===== config.mk =====
export PLATFORM = sky130hd
export DESIGN_NAME = strobe_write_seq
export DESIGN_NICKNAME = d
export VERILOG_FILES = /design/src/rtl/strobe_write_seq.sv
export SDC_FILE = /design/constraint.sdc
export NUM_CORES = 1
export LEC_CHECK = 0
export BUFFER_PORTS_ARGS = -buffer_cell sky130_fd_sc_hd__buf_2
export CAP_MARGIN = 20
export CORE_UTILIZATION = 55
export CTS_CLUSTER_DIAMETER = 200
export DETAILED_ROUTE_END_ITERATION = 7
export PLACE_DENSITY = 0.88
export SKIP_LAST_GASP = 1
export SYNTH_ARGS = -nofsm -noshare
export SYNTH_HDL_FRONTEND = slang
export SYNTH_SLANG_ARGS = --single-unit

===== constraint.sdc =====
create_clock -name clk -period 2.9 [get_ports clk]
set_input_delay 0.145 -clock clk [delete_from_list [all_inputs] [get_ports clk]]
set_output_delay 0.145 -clock clk [all_outputs]
set_load 0.02 [all_outputs]

===== src/rtl/strobe_write_seq.sv =====
module strobe_write_seq #(
  parameter int CLK_NS     = 10,
  parameter int OPR_CLKS   = 2,
  parameter int ADDR_SU_NS = 15,
  parameter int ADDR_HD_NS = 10,
  parameter int CS_SU_NS   = 5,
  parameter int DIR_SU_NS  = 10,
  parameter int DIR_HD_NS  = 10,
  parameter int DAT_SU_NS  = 30,
  parameter int DAT_HD_NS  = 10,
  parameter int LOW_NS     = 20,
  parameter int HIGH_NS    = 20
) (
  input  logic       clk,
  input  logic       rst_n,
  input  logic       slow_arb,
  input  logic       req_valid,
  input  logic [2:0] req_addr,
  input  logic [7:0] req_data,
  input  logic       req_ptr_lo,
  output logic       req_ack,
  output logic [2:0] bus_addr,
  output logic       bus_cs_n,
  output logic       bus_dir,
  output logic       bus_ds_n,
  output logic [7:0] bus_data,
  output logic       bus_data_oe
);

  function automatic int up(input int ns);
    return (ns + CLK_NS - 1) / CLK_NS;
  endfunction
  function automatic int mx(input int a, input int b);
    return (a > b) ? a : b;
  endfunction

  localparam int SU_C = mx(mx(up(ADDR_SU_NS), up(CS_SU_NS)), mx(up(DIR_SU_NS), 1));
  localparam int LO_C = mx(mx(up(LOW_NS), up(DAT_SU_NS) - SU_C), 1);
  localparam int HD_C = mx(mx(up(ADDR_HD_NS), up(DIR_HD_NS)), mx(up(DAT_HD_NS), 1));
  localparam int HI_C = mx(up(HIGH_NS), 1);
  localparam int CW   = $clog2(10 * OPR_CLKS + SU_C + LO_C + HD_C + HI_C + 4) + 1;
  localparam logic [CW-1:0] CMAX = '1;

  typedef enum logic [1:0] {S_IDLE, S_SETUP, S_LOW, S_HOLD} st_t;

  st_t           st;
  logic [CW-1:0] ph, since, arb, gap;
  logic          prev_ptr, cur_ptr, have_prev;
  logic          gap_ok, take;

  assign arb    = slow_arb ? CW'(2 * OPR_CLKS) : CW'(OPR_CLKS);
  assign gap_ok = !have_prev || (since >= gap);
  assign take   = (st == S_IDLE) && req_valid && !req_ack;

  always_comb begin
    gap = CW'(HI_C);
    if ((arb << 2) > gap + CW'(LO_C)) gap = (arb << 2) - CW'(LO_C);
    if (prev_ptr && (arb << 2) > gap) gap = arb << 2;
    if (cur_ptr && !prev_ptr && ((arb << 2) + arb) > gap) gap = (arb << 2) + arb;
  end

  always_ff @(posedge clk or negedge rst_n) begin
    if (!rst_n) begin
      st          <= S_IDLE;
      ph          <= '0;
      since       <= '0;
      prev_ptr    <= 1'b0;
      cur_ptr     <= 1'b0;
      have_prev   <= 1'b0;
      req_ack     <= 1'b0;
      bus_addr    <= '0;
      bus_data    <= '0;
      bus_cs_n    <= 1'b1;
      bus_dir     <= 1'b1;
      bus_ds_n    <= 1'b1;
      bus_data_oe <= 1'b0;
    end else begin
      req_ack <= 1'b0;
      if (since != CMAX) since <= since + 1'b1;
      unique case (st)
        S_IDLE: if (take) begin
          bus_addr    <= req_addr;
          bus_data    <= req_data;
          cur_ptr     <= req_ptr_lo;
          bus_cs_n    <= 1'b0;
          bus_dir     <= 1'b0;
          bus_data_oe <= 1'b1;
          ph          <= CW'(1);
          st          <= S_SETUP;
        end
        S_SETUP: if (ph >= CW'(SU_C) && gap_ok) begin
          bus_ds_n <= 1'b0;
          ph       <= CW'(1);
          st       <= S_LOW;
        end else if (ph != CMAX) begin
          ph <= ph + 1'b1;
        end
        S_LOW: if (ph >= CW'(LO_C)) begin
          bus_ds_n  <= 1'b1;
          since     <= CW'(1);
          prev_ptr  <= cur_ptr;
          have_prev <= 1'b1;
          ph        <= CW'(1);
          st        <= S_HOLD;
        end else begin
          ph <= ph + 1'b1;
        end
        S_HOLD: if (ph >= CW'(HD_C)) begin
          bus_cs_n    <= 1'b1;
          bus_dir     <= 1'b1;
          bus_data_oe <= 1'b0;
          req_ack     <= 1'b1;
          st          <= S_IDLE;
        end else begin
          ph <= ph + 1'b1;
        end
        default: st <= S_IDLE;
      endcase
    end
  end

endmodule



==> metrics.md <==
| Metric | Value |
|---|---|
| Routability Congestion | 0.837 |
| Worst setup path class | register to register |
| Synth Instances | between 150 and 200 |
| DRT iter0 DRCs | 94 |
| Placement Setup Slack | 0.354 ns |
| DR vias | ~1,300 |
| Synthesis-to-finish area growth | 15.7% |
| Clk sinks | 32 |
| Netlist cell types | 41 |
| Starting Density | 0.601 |
| Gr usage total | 0.217 |
| Top-Level Pins | 32 |
| Crit path max fanout | 6 |
| Slowest cell on crit path | dfrtp_1 |
| Most used cell, CP | ha_1 |
| Share of the synthesized area in the top cell type | 0.434 |
| Vias per cell | 5.40 |
| CTS H-tree depth | 2 |
| Dpl cells | 234 |
| CP endpoint kind | register |
| Crit path time final | 2.59 ns |
| Die X | approximately 58 um |
| VDD IR max | 0.513 mV |
| Setup crit start kind | register |
| Slew HR | 0.548 |
| Commonest cells post-synth | dfrtp_1, ha_1, nand2_1 |
| Worst skew pair latency | 0.33 ns |
| Crit-path max cell delay | 0.43 ns |
| EDFF count, synth | 0 |
| Ys async rst share | 1.00 |
| Antenna-violating nets left | 0 |
| Setup Fix Bufs, Post-CTS | 0 |
| Post-Layout Cell Count | approximately 240 |
| Gr ovfl total | 0 |
| # diodes | 0 |
| Largest net degree at the start of global routing | 33 |
| Top FF cell, synth | dfrtp_1 |
| WL/cell | 13.1 um |
| Die ar. | 0.00337 sq mm |
| Number of synthesized register bits | 32 |
| LEAKAGE | 0.962 nW |
| Violated checks | design-rule violations |
| FMAX | 386 MHz |
| Count leader, synth | dfrtp_1 |
| PwrDens | ~1100 mW/mm^2 |
| Setup violators final | 0 |
| RSZ-0062 raised after global routing | no |
| Critical Path AT | 2.81 ns |
| Top post-synthesis cells by area | dfrtp_1, ha_1, mux2_2 |
| Yosys top cell by area | dfrtp_1 |
| Initial antenna violation count | 0 |
| Pre-antenna DRT Iters | 8 |
| First-pass GRT wire length | about 5.5 mm |
| Post-synthesis sequential area ratio | 0.465 |
| Clock Path Buffers | 2 |
| Share of cells above drive strength 1 | 0.308 |
| Worst EP required | roughly 3.1 ns |
| CP Cell Sequence | ha_1, nand2_1, o21ai_0, ha_1, a21oi_1, or2_2, and4_2, o31a_2, a22oi_1, o31ai_1 |
| Final period utilization | 0.894 |
| Final hold violations | 0 |
| Max cap viols | 0 |
| Hold path depth | 2 |
| Root Driver | clkbuf_4 |
| Fin Setup TNS | 0 ns |
| Hold/Removal Path Class | input pin to register |
| Final worst-path setup slack | just over 0.3 ns |
| Num CTS Buffers | 5 |
| Die span in y | 58.1 um |
| DRC | 7 |
| Vias in the first global route | 1,284 |
| Least-Margin Pin Slew | slightly below 0.7 ns |
| Yosys warnings | 0 |
| # rows | 19 |
| Status | finished, violations left |
| Clock Skews | roughly 0.015 ns |
| Syn Std Cell Area | 0.00173 sq mm |
| R2R depth | 10 |
| Cts repair resizes | 0 |
| Final Routed Wirelength | 3.18 mm |
| CTS tree | done |
| Core area | 0.00288 sq mm |
| Dpl hpwl | 2.41 mm |
| Net Count, Synth | 194 |
| Syn avg cell area | 10.6 sq um |
| Final net count | ~230 |
| PortBufs | 31 |
| Reg clk slew, reported paths | 0.10 ns |
| Max Slew Vio Count | 0 |
[power breakdown]
part	leakage, nW	switching [mW]	internal [mW]	total [mW]
combinational	0.537	0.686	0.518	1.20
clock	0.0386	0.142	0.142	0.284
sequential	0.386	0.150	0.646	0.795
total	0.962	0.977	1.31	2.28
[layer usage]
metal / vias to the layer above / routed length (um) / GRT usage
li1: 646 / - / -
met1: 614 / 1440 / 0.259
met2: 47 / 1460 / 0.365
met3: 6 / 228 / 0.0737
met4: 0 / 52 / 0.0816
met5: - / 0 / 0
[placed cells by master (no fill, tap or decap), types with 5 or more instances in the layout]
cell type,n
buf_2,31
dfrtp_1,30
ha_1,15
nand2_1,14
mux2_2,13
inv_1,12
nor2_1,11
a21oi_1,8
o21ai_0,7
nand3_1,5
clkbuf_4,5
[flip-flops by register name (all words and copies together), names as in the netlist]
name / flops
st: 2
bus_ds_n: 1
bus_dir: 1
bus_data_oe: 1
bus_data: 8
bus_addr: 3
req_ack: 1
cur_ptr: 1
have_prev: 1
ph: 6
prev_ptr: 1
since: 6
[through the flow]
| step | total power [mW] | utilization | area (sq um) | hold WS (ns) |
|---|---|---|---|---|
| 2_1_floorplan | 1.71 | - | 1730 | -0.151 |
| 3_3_place_gp | 1.92 | 0.668 | 1920 | 0.211 |
| 3_5_place_dp | 2.01 | 0.668 | 1920 | 0.226 |
| 4_1_cts | 2.30 | 0.696 | 2000 | 0.0219 |
| 5_1_grt | 2.47 | 0.696 | 2000 | 0.0114 |
| 6_report | 2.28 | 0.696 | 2000 | 0.0397 |
[logic make-up after synthesis]
family / count (synthesis) / share of synthesized area
adders and majority gates: 15 / 0.109
and+or+nand+nor: 51 / 0.160
xor gates and xnor gates: 2 / 0.0101
DFF: 32 / 0.465
AOI/OAI and AO/OA: 33 / 0.122
muxes: 15 / 0.0962
buffers and inverters: 15 / 0.0391
[worst max-delay path, delay by kind of cell, from the launching register on]
family,cells,cell delay (ns)
AO/OA/AOI/OAI,5,0.86
AND/OR/NAND/NOR,3,0.59
adder cells (fa/ha/maj),2,0.59
flip-flops,1,0.43
[final cells by class]
class,count,area (sq um)
Fill cell,210,876
Multi-Input combinational cell,116,858
Sequential cell,32,803
Timing Repair Buffer,33,173
Clock buffer,8,68.8
Tap cell,42,52.6
Inverter,12,45.0
[repair_timing]
action / 4_1_cts / 5_1_grt
endpoints found under the hold margin: 30 / 0
hold buffers: 1 / 0
setup endpoints to repair: 0 / 0
[path summary, 6_finish.rpt]
path	end	slack, ns	from
max in group asynchronous	st[1]	2.07	rst_n
worst max-delay path	ph[3]	0.31	prev_ptr
worst max register to register	ph[3]	0.31	prev_ptr
worst min-delay path	bus_addr[1]	0.04	req_addr[1]
min in group asynchronous	st[0]	0.38	rst_n
worst min register to register	have_prev	0.48	have_prev
(Power assumes the default switching activity.)
